===== src/rtl/mfpin_pkg.sv =====
package mfpin_pkg;

   typedef enum logic [1:0] {
      PF_MODE = 2'd0,
      PF_STBY = 2'd1,
      PF_BOTH = 2'd2,
      PF_NONE = 2'd3
   } pin_func_e;

   typedef enum logic [2:0] {
      DS_OFF    = 3'd0,
      DS_INIT   = 3'd1,
      DS_ACTIVE = 3'd2,
      DS_STBY   = 3'd3,
      DS_SLEEP  = 3'd4
   } dev_state_e;

   typedef struct packed {
      logic pwm;
      logic req;
   } want_t;

endpackage


===== src/rtl/mfpin_sync.sv =====
module mfpin_sync #(
   parameter int STAGES = 2
) (
   input  logic clk_i,
   input  logic rst_ni,
   input  logic d_i,
   output logic q_o
);
   if (STAGES < 2) begin : g_bad
      $error("mfpin_sync: STAGES must be at least 2");
   end

   logic [STAGES-1:0] chain_q;

   for (genvar s = 0; s < STAGES; s++) begin : g_stage
      if (s == 0) begin : g_first
         always_ff @(posedge clk_i or negedge rst_ni) begin
            if (!rst_ni) chain_q[0] <= 1'b0;
            else         chain_q[0] <= d_i;
         end
      end else begin : g_next
         always_ff @(posedge clk_i or negedge rst_ni) begin
            if (!rst_ni) chain_q[s] <= 1'b0;
            else         chain_q[s] <= chain_q[s-1];
         end
      end
   end

   assign q_o = chain_q[STAGES-1];
endmodule


===== src/rtl/mfpin_deglitch.sv =====
module mfpin_deglitch #(
   parameter int DG_CYCLES = 8
) (
   input  logic clk_i,
   input  logic rst_ni,
   input  logic d_i,
   output logic q_o
);
   if (DG_CYCLES < 0) begin : g_bad
      $error("mfpin_deglitch: DG_CYCLES must not be negative");
   end

   logic filt_q;

   if (DG_CYCLES == 0) begin : g_bypass
      always_ff @(posedge clk_i or negedge rst_ni) begin
         if (!rst_ni) filt_q <= 1'b0;
         else         filt_q <= d_i;
      end
   end else begin : g_count
      localparam int CW = (DG_CYCLES > 1) ? $clog2(DG_CYCLES) : 1;
      localparam logic [CW-1:0] LAST = CW'(DG_CYCLES - 1);
      logic [CW-1:0] cnt_q;

      always_ff @(posedge clk_i or negedge rst_ni) begin
         if (!rst_ni) begin
            filt_q <= 1'b0;
            cnt_q  <= '0;
         end else if (d_i != filt_q) begin
            if (cnt_q == LAST) begin
               filt_q <= d_i;
               cnt_q  <= '0;
            end else begin
               cnt_q <= cnt_q + 1'b1;
            end
         end else begin
            cnt_q <= '0;
         end
      end
   end

   assign q_o = filt_q;
endmodule


===== src/rtl/mfpin_decode.sv =====
module mfpin_decode
   import mfpin_pkg::*;
(
   input  logic [1:0] pin_func_i,
   input  logic       pin_pol_i,
   input  logic       sleep_sel_i,
   input  logic       reg_pwm_i,
   input  logic       reg_stby_i,
   input  logic       level_i,
   input  logic       pin_ok_i,
   output want_t      want_o
);
   pin_func_e func;
   logic      mode_act;
   logic      stby_act;

   always_comb begin
      func = pin_func_e'(pin_func_i);
      if (func == PF_BOTH && sleep_sel_i) func = PF_STBY;
      mode_act = pin_ok_i & (level_i ^ pin_pol_i);
      stby_act = pin_ok_i & ~(level_i ^ pin_pol_i);
      unique case (func)
         PF_MODE: begin
            want_o.pwm = reg_pwm_i | mode_act;
            want_o.req = reg_stby_i;
         end
         PF_STBY: begin
            want_o.pwm = reg_pwm_i;
            want_o.req = reg_stby_i | stby_act;
         end
         PF_BOTH: begin
            want_o.pwm = reg_pwm_i | ~stby_act;
            want_o.req = reg_stby_i | stby_act;
         end
         default: begin
            want_o.pwm = reg_pwm_i;
            want_o.req = reg_stby_i;
         end
      endcase
   end
endmodule


===== src/rtl/mfpin_rail_mode.sv =====
module mfpin_rail_mode #(
   parameter int N_RAILS = 3
) (
   input  logic               clk_i,
   input  logic               rst_ni,
   input  logic               pwm_want_i,
   input  logic [N_RAILS-1:0] ramp_i,
   output logic [N_RAILS-1:0] pwm_o
);
   if (N_RAILS < 1) begin : g_bad
      $error("mfpin_rail_mode: N_RAILS must be at least 1");
   end

   for (genvar r = 0; r < N_RAILS; r++) begin : g_rail
      always_ff @(posedge clk_i or negedge rst_ni) begin
         if (!rst_ni)        pwm_o[r] <= 1'b1;
         else if (!ramp_i[r]) pwm_o[r] <= pwm_want_i;
      end
   end
endmodule


===== src/rtl/mfpin_ctrl.sv =====
module mfpin_ctrl
   import mfpin_pkg::*;
#(
   parameter int N_RAILS     = 3,
   parameter int SYNC_STAGES = 2,
   parameter int DG_CYCLES   = 8
) (
   input  logic               clk_i,
   input  logic               rst_ni,
   input  logic               pin_i,
   input  logic [1:0]         pin_func_i,
   input  logic               pin_pol_i,
   input  logic               sleep_sel_i,
   input  logic               reg_pwm_i,
   input  logic               reg_stby_i,
   input  logic [N_RAILS-1:0] ramp_i,
   input  logic [2:0]         dev_state_i,
   output logic [N_RAILS-1:0] pwm_o,
   output logic               stby_req_o,
   output logic               sleep_tgt_o,
   output logic               stby_enter_o,
   output logic               stby_exit_o
);
   logic  pin_sync;
   logic  pin_filt;
   logic  seen_active_q;
   logic  req_next;
   want_t want;

   mfpin_sync #(.STAGES(SYNC_STAGES)) u_sync (
      .clk_i (clk_i),
      .rst_ni(rst_ni),
      .d_i   (pin_i),
      .q_o   (pin_sync)
   );

   mfpin_deglitch #(.DG_CYCLES(DG_CYCLES)) u_dg (
      .clk_i (clk_i),
      .rst_ni(rst_ni),
      .d_i   (pin_sync),
      .q_o   (pin_filt)
   );

   mfpin_decode u_dec (
      .pin_func_i (pin_func_i),
      .pin_pol_i  (pin_pol_i),
      .sleep_sel_i(sleep_sel_i),
      .reg_pwm_i  (reg_pwm_i),
      .reg_stby_i (reg_stby_i),
      .level_i    (pin_filt),
      .pin_ok_i   (seen_active_q),
      .want_o     (want)
   );

   mfpin_rail_mode #(.N_RAILS(N_RAILS)) u_rail (
      .clk_i     (clk_i),
      .rst_ni    (rst_ni),
      .pwm_want_i(want.pwm),
      .ramp_i    (ramp_i),
      .pwm_o     (pwm_o)
   );

   always_comb begin
      if (dev_state_i == DS_SLEEP) req_next = stby_req_o;
      else                         req_next = want.req & seen_active_q;
   end

   always_ff @(posedge clk_i or negedge rst_ni) begin
      if (!rst_ni) begin
         seen_active_q <= 1'b0;
         stby_req_o    <= 1'b0;
         stby_enter_o  <= 1'b0;
         stby_exit_o   <= 1'b0;
         sleep_tgt_o   <= 1'b0;
      end else begin
         if (dev_state_i == DS_ACTIVE) seen_active_q <= 1'b1;
         stby_req_o   <= req_next;
         stby_enter_o <= req_next & ~stby_req_o;
         stby_exit_o  <= ~req_next & stby_req_o;
         if (req_next & ~stby_req_o) sleep_tgt_o <= sleep_sel_i;
      end
   end
endmodule


===== config.mk =====
export PLATFORM = sky130hd
export DESIGN_NAME = mfpin_ctrl
export DESIGN_NICKNAME = d
export VERILOG_FILES = /design/src/rtl/mfpin_pkg.sv /design/src/rtl/mfpin_sync.sv /design/src/rtl/mfpin_deglitch.sv /design/src/rtl/mfpin_decode.sv /design/src/rtl/mfpin_rail_mode.sv /design/src/rtl/mfpin_ctrl.sv
export SDC_FILE = /design/constraint.sdc
export NUM_CORES = 1
export LEC_CHECK = 0
export BUFFER_PORTS_ARGS = -buffer_cell sky130_fd_sc_hd__buf_2
export CORE_UTILIZATION = 29
export CTS_BUF_LIST = sky130_fd_sc_hd__clkbuf_16
export DETAILED_ROUTE_END_ITERATION = 7
export REMOVE_ABC_BUFFERS = 1
export SLEW_MARGIN = 20
export SYNTH_ARGS = -nofsm -noshare
export SYNTH_HDL_FRONTEND = slang
export SYNTH_SLANG_ARGS = --single-unit

===== constraint.sdc =====
create_clock -name clk_i -period 3.4 [get_ports clk_i]
set_clock_uncertainty 0.15 [all_clocks]
set_input_delay 0.17 -clock clk_i [delete_from_list [all_inputs] [get_ports clk_i]]
set_output_delay 0.17 -clock clk_i [all_outputs]
set_load 0.01 [all_outputs]

==> results_dict.tcl <==
set metrics [dict create \
    status "finished clean" \
    critical_path_required_ns 3.37 \
    place_congestion 0.605 \
    internal_power_mw 0.423 \
    antennaDiodeCount 0 \
    cp.arrival_ns 1.61 \
    portBuffers 21 \
    r2r-end "sleep_tgt_o$_DFFE_PN0P_" \
    synth.area.top_cells "dfrtp_1 47%, dfstp_2 13%, mux2_2 7.7%" \
    clock_latency_ns 0.24 \
    reg2reg_slack_ns 1.75 \
    switching_share_pct 23.9 \
    post_cts_buffers 0 \
    synth_largest_area_cell "dfrtp_1" \
    critPathKind "reg -> reg" \
    area_growth_syn_to_layout_pct 40.1 \
    power_frac_comb_pct 19.6 \
    syn_area_um2 587 \
    core_area_um2 1800 \
    cpPeakStageDelay_ns 0.40 \
    seqPwrFrac_pct 41.1 \
    wl_per_cell_um 10.8 \
    drc 0 \
    cts_resized 0 \
    die_w_um 47.0 \
    vias 396 \
    finalMaxSlewViolations 0 \
    floorplan.initialDensity_pct 32.6 \
    finalHoldViolCount 0 \
    max_freq_mhz 608 \
    r2r-start "u_dg.q_o$_DFFE_PN0P_" \
    critPathLaunch "u_dg.q_o$_DFFE_PN0P_" \
    yosysTopAreaCellShare_pct 46.9 \
    via_per_inst 4.30 \
    cp-start-kind "register" \
    htreeDepth 1 \
    instances_no_fill 92 \
    synth_most_common_cell "dfrtp_1" \
    async_reset_ff_share_pct 100 \
    crit_path_end "sleep_tgt_o$_DFFE_PN0P_" \
    cts_buffer_depth 2 \
    max-vdd-ir-drop_uv 486 \
    first_pass_iters 2 \
    worst_path_max_delay_cell "dfrtp_1" \
    final_layout_size_suffix_gt1_share_pct 52.2 \
    ys_seq_area_share_pct 60.3 \
    ys.flop_type "dfrtp_1" \
    fin_nets 85 \
    rsz0062_at_grt "no" \
    worstPathMaxFanout 3 \
    syn_avg_cell_area_um2 14.7 \
    maxCapViolations 0 \
    clkPwrFrac_pct 39.3 \
    synth.distinct_cells 20 \
    hp-class "in -> reg" \
    clkSinkCount 14 \
    num_rows 15 \
    grt_overflow 0 \
    wirelength_um 989 \
    hold_ws_ns 0.0184 \
    grt_usage_pct 10.4 \
    powerDensity_nw_per_um2 676 \
    dp_cells 86 \
    fp.dieArea_um2 2210 \
    grt_max_degree 15 \
    holdBufCountCts 2 \
    die_y_um 47.0 \
    post-route-period-util_pct 48.4 \
    ios 22 \
    finalSetupTns_ns 0 \
    p_leak_nw 0.402 \
    grt_pass1_wl_um 1490 \
    synth_edf_count 0 \
    tightest_slew_ns 0.338 \
    drt_iter0_markers 1 \
    clk_pin_slew_ns 0.05 \
    fin_crit_ns 1.65 \
    ant_nets 0 \
    cts_buffers 3 \
    tritoncts "built" \
    synth_cells 40 \
    ys_seq_elements 14 \
    cts-root-buf "clkbuf_16" \
    reg2regPathDepth 4 \
    grt_pass1_vias 349 \
    dp_hpwl_um 780 \
    synthTopCellsByCount "11 x dfrtp_1, 4 x mux2_2, 3 x dfstp_2" \
    setup_viol 0 \
    worstPathCellList "xnor2_1 > a21oi_2 > nor4b_4 > mux2_1" \
    cp-end-kind "register" \
    maxSlewHeadroom_pct 77.4 \
    yosys_warnings 0 \
    antenna_found_initial 0 \
    switching_power_mw 0.133 \
]
==> layout by cell type, fill, tap and decap left out <==
cell type	synthesis	final
clkinv_1	0	1
dlygate4sd3_1	0	2
a211oi_1	1	1
ha_1	2	2
and2_1	2	2
xor2_1	2	2
nand2_1	2	2
dfrtp_1	11	11
mux2_2	4	4
o21ai_0	1	1
nor3b_2	1	1
a21oi_2	1	1
clkbuf_16	0	3
or2_2	1	1
a21o_1	1	1
buf_2	0	21
nor2_1	1	1
xnor2_1	1	1
nor3b_1	2	2
and3b_1	1	1
mux2_1	1	1
dfstp_2	3	3
nand2b_1	1	1
nor4b_4	1	1
==> worst max-delay path, delay by kind of cell, from the launching register on <==
family / cells / cell delay, ns
multiplexers: 1 / 0.35
AO/OA/AOI/OAI: 1 / 0.12
XOR/XNOR: 1 / 0.25
AND/OR/NAND/NOR: 1 / 0.26
flip-flops: 1 / 0.40
==> cells by family (layout without fill, tap and decap cells) <==
| logic type | count (synthesis) | count (layout) | synth area share [%] |
|---|---|---|---|
| compound gates | 4 | 4 | 4.90 |
| xor+xnor | 3 | 3 | 4.48 |
| simple gates | 12 | 12 | 16.4 |
| mux | 5 | 5 | 9.59 |
| flops | 14 | 14 | 60.3 |
| fa+ha+maj | 2 | 2 | 4.26 |
| buf+inv | 0 | 27 | 0 |
==> per-stage QoR <==
stage                     worst slack [ns]  utilization [%]  area (µm²)  total power [mW]
final                                 1.75             45.6         822             0.556
after global routing                  1.68             45.6         822             0.594
after CTS                             1.74             45.6         822             0.563
after detailed placement              1.75             40.1         723             0.341
after global placement                1.82             40.1         723             0.337
after floorplan                       1.87                -         587             0.298
==> routing by layer <==
| layer | wire length, µm | track usage, % | vias up |
|---|---|---|---|
| li1 | - | - | 195 |
| met5 | 0 | 0 | - |
| met2 | 497 | 16.9 | 10 |
| met4 | 4 | 3.43 | 0 |
| met3 | 38 | 6.92 | 2 |
| met1 | 449 | 10.9 | 189 |
==> worst min-delay path by stage <==
stage           startpoint                               to  cells past startpoint
2_1_floorplan       rst_ni        seen_active_q$_DFFE_PN0N_                      0
3_3_place_gp        rst_ni  u_dg.g_count.cnt_q[1]$_DFF_PN0_                      1
3_5_place_dp        rst_ni  u_dg.g_count.cnt_q[1]$_DFF_PN0_                      1
4_1_cts        sleep_sel_i          sleep_tgt_o$_DFFE_PN0P_                      2
5_1_grt          ramp_i[0]      u_rail.pwm_o[0]$_DFFE_PN1N_                      2
6_report       sleep_sel_i          sleep_tgt_o$_DFFE_PN0P_                      2
==> power groups by stage <==
stage	Sequential [mW]	Combinational (mW)	Clock, mW
after floorplan	0.238	0.0606	0
after global placement	0.230	0.107	0
after detailed placement	0.231	0.110	0
after CTS	0.229	0.111	0.222
after global routing	0.232	0.125	0.237
final	0.229	0.109	0.218
==> state kept, by name (all words and copies together) (netlist names) <==
register            flops
seen_active_q           1
sleep_tgt_o             1
stby_enter_o            1
stby_exit_o             1
stby_req_o              1
u_dg.g_count.cnt_q      3
u_dg.q_o                1
u_rail.pwm_o            3
u_sync.chain_q          1
u_sync.q_o              1
==> final cells by class <==
cell class              instances  area (µm²)
clock inverters                 1        3.75
flip-flops and latches         14         354
repair buffers                 23         125
well taps                      25        31.3
fillers                       174         980
clock buffers                   3        75.1
multi-input cells              26         233
Power figures use the tool's default switching activity.
